**config.mk**
```make
export PLATFORM = sky130hd
export DESIGN_NAME = thermcal_conv
export DESIGN_NICKNAME = d
export VERILOG_FILES = /design/src/rtl/thermcal_pkg.sv /design/src/rtl/thermcal_trim.sv /design/src/rtl/thermcal_operand.sv /design/src/rtl/thermcal_div.sv /design/src/rtl/thermcal_conv.sv
export SDC_FILE = /design/constraint.sdc
export NUM_CORES = 1
export LEC_CHECK = 0
export ABC_AREA = 1
export ABC_CLOCK_PERIOD_IN_PS = 8100
export BUFFER_PORTS_ARGS = -buffer_cell sky130_fd_sc_hd__clkbuf_2
export CORE_MARGIN = 5
export CORE_UTILIZATION = 25
export CTS_BUF_LIST = sky130_fd_sc_hd__clkbuf_16
export DETAILED_ROUTE_END_ITERATION = 10
export HOLD_SLACK_MARGIN = 0.08
export PLACE_DENSITY = 0.45
export SETUP_SLACK_MARGIN = 0.1
export SYNTH_ARGS = -nofsm -noshare
export SYNTH_HDL_FRONTEND = slang
export SYNTH_SLANG_ARGS = --single-unit
```
**constraint.sdc**
```tcl
create_clock -name clk -period 8.1 [get_ports clk]
set_input_delay 0.81 -clock clk [delete_from_list [all_inputs] [get_ports clk]]
set_output_delay 0.81 -clock clk [all_outputs]
set_load 0.1 [all_outputs]
```
**src/rtl/thermcal_pkg.sv**
```systemverilog
package thermcal_pkg;
  typedef enum logic [1:0] {
    CAL_NONE = 2'b00,
    CAL_ONE  = 2'b01,
    CAL_TWO  = 2'b10,
    CAL_RSVD = 2'b11
  } cal_mode_e;
endpackage

```
**src/rtl/thermcal_trim.sv**
```systemverilog
module thermcal_trim #(
  parameter int CODE_W = 8,
  parameter int TRIM_W = 32,
  parameter int E2_SHIFT = 8,
  parameter logic [TRIM_W-1:0] DEF_FUSE = 32'h0000_7337,
  parameter int FUSE_MIN = 40,
  parameter int FUSE_MAX = 100
) (
  input  logic              clk,
  input  logic              rst_n,
  input  logic              load,
  input  logic [CODE_W-1:0] raw_lo,
  input  logic [CODE_W-1:0] raw_hi,
  output logic [CODE_W-1:0] e1,
  output logic [CODE_W-1:0] e2
);
  localparam logic [CODE_W-1:0] DEF_E1 = DEF_FUSE[CODE_W-1:0];
  localparam logic [CODE_W-1:0] DEF_E2 = DEF_FUSE[E2_SHIFT +: CODE_W];
  localparam logic [CODE_W-1:0] WIN_LO = CODE_W'(FUSE_MIN);
  localparam logic [CODE_W-1:0] WIN_HI = CODE_W'(FUSE_MAX);

  logic [CODE_W-1:0] e1_d, e1_q, e2_d, e2_q;
  logic              lo_bad, hi_bad;

  always_comb begin
    lo_bad = (raw_lo == '0) || (raw_lo < WIN_LO) || (raw_lo > WIN_HI);
    hi_bad = (raw_hi == '0);
    e1_d   = lo_bad ? DEF_E1 : raw_lo;
    e2_d   = hi_bad ? DEF_E2 : raw_hi;
  end

  always_ff @(posedge clk or negedge rst_n) begin
    if (!rst_n) begin
      e1_q <= DEF_E1;
      e2_q <= DEF_E2;
    end else if (load) begin
      e1_q <= e1_d;
      e2_q <= e2_d;
    end
  end

  assign e1 = e1_q;
  assign e2 = e2_q;
endmodule

```
**src/rtl/thermcal_operand.sv**
```systemverilog
module thermcal_operand
  import thermcal_pkg::*;
#(
  parameter int CODE_W = 8,
  parameter int P1_TEMP = 25,
  parameter int P2_TEMP = 85,
  parameter int NOTRIM_OFS = 50,
  parameter int LIM_TLO = 25,
  parameter int LIM_THI = 125,
  parameter int LIM_CLO = 75,
  parameter int LIM_CHI = 175,
  localparam int OP_W = CODE_W + 2,
  localparam int NUM_W = 2 * CODE_W,
  localparam int DVS_W = CODE_W + 1
) (
  input  logic [1:0]             mode,
  input  logic                   dir,
  input  logic                   range_lim,
  input  logic [CODE_W-1:0]      value,
  input  logic [CODE_W-1:0]      e1,
  input  logic [CODE_W-1:0]      e2,
  output logic [NUM_W-1:0]       dvd,
  output logic [DVS_W-1:0]       dvs,
  output logic                   neg,
  output logic signed [OP_W-1:0] add,
  output logic                   err
);
  localparam int PROD_W = 2 * OP_W;
  localparam logic signed [OP_W-1:0] P1_S = OP_W'(P1_TEMP);
  localparam logic signed [OP_W-1:0] SPAN_S = OP_W'(P2_TEMP - P1_TEMP);
  localparam logic signed [OP_W-1:0] OFS_S = OP_W'(NOTRIM_OFS);
  localparam logic signed [OP_W-1:0] ONE_S = OP_W'(1);
  localparam logic [CODE_W-1:0] TLO = CODE_W'(LIM_TLO);
  localparam logic [CODE_W-1:0] THI = CODE_W'(LIM_THI);
  localparam logic [CODE_W-1:0] CLO = CODE_W'(LIM_CLO);
  localparam logic [CODE_W-1:0] CHI = CODE_W'(LIM_CHI);

  logic signed [OP_W-1:0]   x, e1s, e2s, base, mul, den, diff, dmag;
  logic signed [PROD_W-1:0] prod, pmag;
  logic                     out_of_range;
  logic                     unused_mag_bits;

  always_comb begin
    x    = signed'({2'b00, value});
    e1s  = signed'({2'b00, e1});
    e2s  = signed'({2'b00, e2});
    base = '0;
    mul  = ONE_S;
    den  = ONE_S;
    add  = '0;
    unique case (cal_mode_e'(mode))
      CAL_TWO: begin
        if (!dir) begin
          base = P1_S; mul = e2s - e1s; den = SPAN_S; add = e1s;
        end else begin
          base = e1s; mul = SPAN_S; den = e2s - e1s; add = P1_S;
        end
      end
      CAL_ONE: begin
        if (!dir) begin base = P1_S; add = e1s; end
        else      begin base = e1s;  add = P1_S; end
      end
      default: begin
        if (!dir) add = OFS_S;
        else      base = OFS_S;
      end
    endcase
    diff = x - base;
    prod = PROD_W'(diff) * PROD_W'(mul);
    pmag = prod[PROD_W-1] ? -prod : prod;
    dmag = den[OP_W-1] ? -den : den;
    dvd  = pmag[NUM_W-1:0];
    dvs  = dmag[DVS_W-1:0];
    neg  = prod[PROD_W-1] ^ den[OP_W-1];
    out_of_range = dir ? ((value < CLO) || (value > CHI))
                       : ((value < TLO) || (value > THI));
    err  = (range_lim && out_of_range) || (den == '0);
  end

  assign unused_mag_bits = ^{pmag[PROD_W-1:NUM_W], dmag[OP_W-1]};
endmodule

```
**src/rtl/thermcal_div.sv**
```systemverilog
module thermcal_div #(
  parameter int NUM_W = 16,
  parameter int DVS_W = 9
) (
  input  logic             clk,
  input  logic             rst_n,
  input  logic             start,
  input  logic [NUM_W-1:0] dvd,
  input  logic [DVS_W-1:0] dvs,
  output logic             done,
  output logic [NUM_W-1:0] quo
);
  localparam int CNT_W = $clog2(NUM_W + 1);

  logic             run_d, run_q, done_d, done_q;
  logic [CNT_W-1:0] cnt_d, cnt_q;
  logic [DVS_W-1:0] rem_d, rem_q, dvs_d, dvs_q;
  logic [NUM_W-1:0] quo_d, quo_q;
  logic [DVS_W:0]   shifted, trial;
  logic             fits;

  always_comb begin
    shifted = {rem_q, quo_q[NUM_W-1]};
    trial   = shifted - {1'b0, dvs_q};
    fits    = shifted >= {1'b0, dvs_q};
    run_d   = run_q;
    cnt_d   = cnt_q;
    rem_d   = rem_q;
    quo_d   = quo_q;
    dvs_d   = dvs_q;
    done_d  = 1'b0;
    if (start) begin
      run_d = 1'b1;
      cnt_d = CNT_W'(NUM_W);
      rem_d = '0;
      quo_d = dvd;
      dvs_d = dvs;
    end else if (run_q) begin
      rem_d = fits ? trial[DVS_W-1:0] : shifted[DVS_W-1:0];
      quo_d = {quo_q[NUM_W-2:0], fits};
      cnt_d = cnt_q - CNT_W'(1);
      if (cnt_q == CNT_W'(1)) begin
        run_d  = 1'b0;
        done_d = 1'b1;
      end
    end
  end

  always_ff @(posedge clk or negedge rst_n) begin
    if (!rst_n) begin
      run_q  <= 1'b0;
      done_q <= 1'b0;
      cnt_q  <= '0;
      rem_q  <= '0;
      quo_q  <= '0;
      dvs_q  <= '0;
    end else begin
      run_q  <= run_d;
      done_q <= done_d;
      cnt_q  <= cnt_d;
      rem_q  <= rem_d;
      quo_q  <= quo_d;
      dvs_q  <= dvs_d;
    end
  end

  assign done = done_q;
  assign quo  = quo_q;
endmodule

```
**src/rtl/thermcal_conv.sv**
```systemverilog
module thermcal_conv #(
  parameter int CODE_W = 8,
  parameter int TRIM_W = 32,
  parameter int E2_SHIFT = 8,
  parameter logic [TRIM_W-1:0] DEF_FUSE = 32'h0000_7337,
  parameter int FUSE_MIN = 40,
  parameter int FUSE_MAX = 100,
  parameter int P1_TEMP = 25,
  parameter int P2_TEMP = 85,
  parameter int NOTRIM_OFS = 50,
  parameter int LIM_TLO = 25,
  parameter int LIM_THI = 125,
  parameter int LIM_CLO = 75,
  parameter int LIM_CHI = 175
) (
  input  logic                       clk,
  input  logic                       rst_n,
  input  logic                       trim_load,
  input  logic [TRIM_W-1:0]          trim_word,
  input  logic [1:0]                 cal_mode,
  input  logic                       range_lim,
  input  logic                       req_valid,
  output logic                       req_ready,
  input  logic                       req_dir,
  input  logic [CODE_W-1:0]          req_value,
  output logic                       rsp_valid,
  output logic                       rsp_err,
  output logic signed [2*CODE_W+1:0] rsp_value
);
  localparam int OP_W  = CODE_W + 2;
  localparam int NUM_W = 2 * CODE_W;
  localparam int DVS_W = CODE_W + 1;
  localparam int RES_W = NUM_W + 2;

  logic [CODE_W-1:0]       e1, e2;
  logic [NUM_W-1:0]        op_dvd, quo;
  logic [DVS_W-1:0]        op_dvs;
  logic                    op_neg, op_err, accept, div_done;
  logic signed [OP_W-1:0]  op_add;
  logic                    busy_d, busy_q, sign_d, sign_q, err_d, err_q;
  logic signed [OP_W-1:0]  add_d, add_q;
  logic                    vld_d, vld_q, rerr_d, rerr_q;
  logic signed [RES_W-1:0] res_d, res_q, qs;
  logic                    unused_trim_bits;

  assign unused_trim_bits = ^trim_word;

  thermcal_trim #(
    .CODE_W(CODE_W), .TRIM_W(TRIM_W), .E2_SHIFT(E2_SHIFT),
    .DEF_FUSE(DEF_FUSE), .FUSE_MIN(FUSE_MIN), .FUSE_MAX(FUSE_MAX)
  ) u_trim (
    .clk(clk), .rst_n(rst_n), .load(trim_load),
    .raw_lo(trim_word[CODE_W-1:0]), .raw_hi(trim_word[E2_SHIFT +: CODE_W]),
    .e1(e1), .e2(e2)
  );

  thermcal_operand #(
    .CODE_W(CODE_W), .P1_TEMP(P1_TEMP), .P2_TEMP(P2_TEMP),
    .NOTRIM_OFS(NOTRIM_OFS), .LIM_TLO(LIM_TLO), .LIM_THI(LIM_THI),
    .LIM_CLO(LIM_CLO), .LIM_CHI(LIM_CHI)
  ) u_op (
    .mode(cal_mode), .dir(req_dir), .range_lim(range_lim), .value(req_value),
    .e1(e1), .e2(e2), .dvd(op_dvd), .dvs(op_dvs), .neg(op_neg),
    .add(op_add), .err(op_err)
  );

  thermcal_div #(.NUM_W(NUM_W), .DVS_W(DVS_W)) u_div (
    .clk(clk), .rst_n(rst_n), .start(accept), .dvd(op_dvd), .dvs(op_dvs),
    .done(div_done), .quo(quo)
  );

  assign accept = req_valid && !busy_q;

  always_comb begin
    busy_d = busy_q;
    sign_d = sign_q;
    err_d  = err_q;
    add_d  = add_q;
    vld_d  = 1'b0;
    rerr_d = rerr_q;
    res_d  = res_q;
    qs     = signed'({2'b00, quo});
    if (div_done) begin
      busy_d = 1'b0;
      vld_d  = 1'b1;
      rerr_d = err_q;
      res_d  = err_q ? '0 : ((sign_q ? -qs : qs) + RES_W'(add_q));
    end
    if (accept) begin
      busy_d = 1'b1;
      sign_d = op_neg;
      err_d  = op_err;
      add_d  = op_add;
    end
  end

  always_ff @(posedge clk or negedge rst_n) begin
    if (!rst_n) begin
      busy_q <= 1'b0;
      sign_q <= 1'b0;
      err_q  <= 1'b0;
      add_q  <= '0;
      vld_q  <= 1'b0;
      rerr_q <= 1'b0;
      res_q  <= '0;
    end else begin
      busy_q <= busy_d;
      sign_q <= sign_d;
      err_q  <= err_d;
      add_q  <= add_d;
      vld_q  <= vld_d;
      rerr_q <= rerr_d;
      res_q  <= res_d;
    end
  end

  assign req_ready = !busy_q;
  assign rsp_valid = vld_q;
  assign rsp_err   = rerr_q;
  assign rsp_value = res_q;
endmodule

```
==> summary.txt <==
Logic synthesis
  – Compound-gate portion of the synthesized area: 8.86%
  – Gate count after technology mapping: 1479
  – Cell variety after synth: 56
  – Synth top area share: 18.3%
  – Adder-cell share of the synthesized area: 28.2%
  – Count leader, synth: nand2_1
  – Post-Synth Simple-Gate Area: 27.2%
  – Sequential area share after synthesis: 20.7%
  – Top cell type by total area after synthesis: dfrtp_1
  – EDFF count, synth: 0
  – Post-synthesis xor/xnor area fraction: 3.02%
  – Syn nets: 1710
  – Asr flop ratio synth: 100%
  – Post-synthesis mux area share: 0%
  – Syn Area/Cell: 7.23 um2
  – Ys flop type: dfrtp_1
  – Main combinational cell family by area after synthesis: adder cells
  – Flops & latches, synth: 88
  – Leading cell types by count after synthesis: nand2_1, inv_1, nor2_1
  – Synth Cell Area: 0.0107 mm2
  – Count of warnings emitted by yosys: 0
  – Top post-synthesis cells by area: dfrtp_1, fa_1, nand2_1

Floorplanning
  – Core Region: 0.0421 mm2
  – Die area: 0.0470 mm2
  – Die width: 217 um
  – Die height: 217 um
  – Top Ports: 69
  – # rows: 75
  – Initial Util: 25.4%

Layout
  – Share of layout cells above drive strength 1: 11.0%
  – # diodes: 0
  – Layout Cells excl Fill: 2106
  – Multi-input gate area: 0.00720 mm2
  – Synthesis-to-finish area growth: 13.9%
  – Final Util: 28.9%
  – Nets: 1793
  – Fill count: 4618
  – Final Cell Area: 0.0122 mm2
  – Register area: 0.00221 mm2

CTS
  – Clock-pin slew of the registers on the worst-case setup and hold paths: 0.06 ns
  – CTS tree: done
  – CTS Buf Count: 9
  – CTS root buffer: clkbuf_16
  – CTS Buffer Depth: 2
  – Clock Latency Late Sink: 0.36 ns
  – H-tree Lvls: 3
  – Post-CTS Hold Buffers: 0
  – Num Clock Sinks: 88

STA
  – Slew headroom: 45.6%
  – Setup total negative slack: 0 ns
  – Slew Limit Fails: 0
  – Worst-Margin Slew: 0.813 ns
  – Hold violation total from the final report: 0
  – Hold slack: 0.401 ns
  – Minimum clock period: 7.48 ns
  – Period utilization: 92.3%
  – RSZ-0062 raised after global routing: no
  – Final setup fails: 0
  – Fmax: 134 MHz
  – Clk_skew: 0.00770 ns

Drt
  – Final Routed Wirelength: 27800 um
  – # DRC: 0
  – First drt pass iteration count: 4
  – Initial DRC count: 432
  – DRT antenna net count: 0
  – Post-DR wirelength/cell: 13.2 um
  – Vias per inst: 4.39
  – DR vias: 9240

Place
  – Placed cell area: 0.0118 mm2
  – Routability cong.: 0.808
  – DP HPWL: 23500 um
  – Inst Count DP: 2083
  – IO buf count: 52

Power
  – Switch share: 55.3%
  – Maximum VDD drop: 0.171 mV
  – Combinational Power Share: 73.0%
  – Pwr dens: 370 mW/mm2
  – Sequential share of power: 16.8%
  – Leak: 6.52 nW
  – Clk pwr share: 10.2%
  – Net switching power: 2.49 mW
  – Internal: 2.01 mW

Worst setup path
  – Critical path arrival: 7.72 ns
  – Worst Setup SP: cal_mode[0]
  – CP Class: input pin to flip-flop
  – Slowest stage cell, crit path: fa_1
  – CP peak stage delay: 0.60 ns
  – CP Max Fanout: 8
  – Critical Path Start Type: input pin
  – Crit end category: flip-flop
  – CP dominant cell by count: nand2_1
  – Critical R2R Launch: u_trim.e1[2]
  – Worst Path Required: 8.35 ns

Job
  – Max-cap violations: 0

Global route
  – GRT Overall Usage: 12.2%
  – Antenna violations before repair: 0
  – First-pass GRT wire length: 47400 um
  – Vias in the first global route: 9308
  – GR Overflow Total: 0
  – Largest net degree at the start of global routing: 55

Run status
  – Status: complete, no violations

Worst hold path
  – Hold Path Class: input pin to async pin
## area by class of cell
class / count / share of cell area [%]
multi-input combinational: 1061 / 59.1
sequential: 88 / 18.2
inverter: 305 / 9.46
tap: 539 / 5.54
timing repair buffer: 97 / 5.04
clock buffer: 9 / 1.85
clock inverter: 7 / 0.791
## worst max-delay path: cells and delay by family
family,cells,cell delay [ns]
adders and majority gates,8,3.61
and+or+nand+nor,20,1.87
AOI/OAI and AO/OA,4,0.59
buffers and inverters,8,0.82
## registers in the layout, indices dropped and copies added, names as in the netlist, 5 cells and up
name         cells
u_div.dvs_q      9
u_div.cnt_q      5
u_trim.e2        8
u_div.rem_q      9
u_trim.e1        8
rsp_value       18
u_div.quo       16
add_q            8
## layer usage
layer / track usage [%] / wire length [um] / vias up
met3: 2.14 / 925 / 20
met2: 19.2 / 12300 / 131
met4: 2.57 / 396 / 0
met5: 0 / 0 / -
met1: 17.6 / 14200 / 4322
li1: - / - / 4767
## power by group through the flow
stage          clock [mW]  sequential [mW]  combinational [mW]
2_1_floorplan           0             1.02                2.27
3_3_place_gp            0            0.756                3.28
5_1_grt             0.496            0.776                3.78
3_5_place_dp            0            0.760                3.30
4_1_cts             0.481            0.753                3.32
6_report            0.461            0.755                3.28
## through the flow
| step | power, mW | setup slack [ns] |
|---|---|---|
| after detailed placement | 4.06 | 0.119 |
| after floorplan | 3.29 | 0.761 |
| final | 4.50 | 0.624 |
| after CTS | 4.55 | 0.474 |
| after global placement | 4.03 | 0.161 |
| after global routing | 5.05 | 0.110 |
## final timing paths
kind | to | slack, ns | depth (start not counted)
worst max-delay path | u_div.quo[12] | 0.62 | 40
worst min-delay path | rsp_value[15] | 0.40 | 1
worst min register to register | rsp_valid | 0.44 | 0
max in group asynchronous | u_trim.e1[7] | 6.61 | 2
min in group clk | rsp_valid | 0.44 | 0
worst max register to register | u_div.quo[12] | 0.93 | 31
## kinds of logic (layout without fill, tap and decap cells)
kind of cell	after synthesis	count (layout)
AND/OR/NAND/NOR	680	680
buffers and inverters	330	418
adder cells (fa/ha/maj)	183	183
AO/OA/AOI/OAI	162	162
flip-flops	88	88
XOR/XNOR	36	36
## cell usage in the layout, fill, tap and decap left out, drive strengths merged, types with 8 or more instances in the layout
cell type / count
o21ai: 74
xor2: 24
nand3: 88
inv: 305
nand2: 388
nand3b: 13
nor3: 13
ha: 87
clkbuf: 60
dfrtp: 78
a21oi: 40
or2: 8
nand4: 19
nor2: 147
xnor2: 12
o22ai: 16
fa: 96
buf: 46
dfstp: 10
a31oi: 8
## what timing repair did
| action | 4_1_cts | 5_1_grt |
|---|---|---|
| buffers inserted | 0 | 7 |
| resized for setup | 0 | 6 |
| setup endpoints to repair | 0 | 16 |
Power figures use the tool's default switching activity.
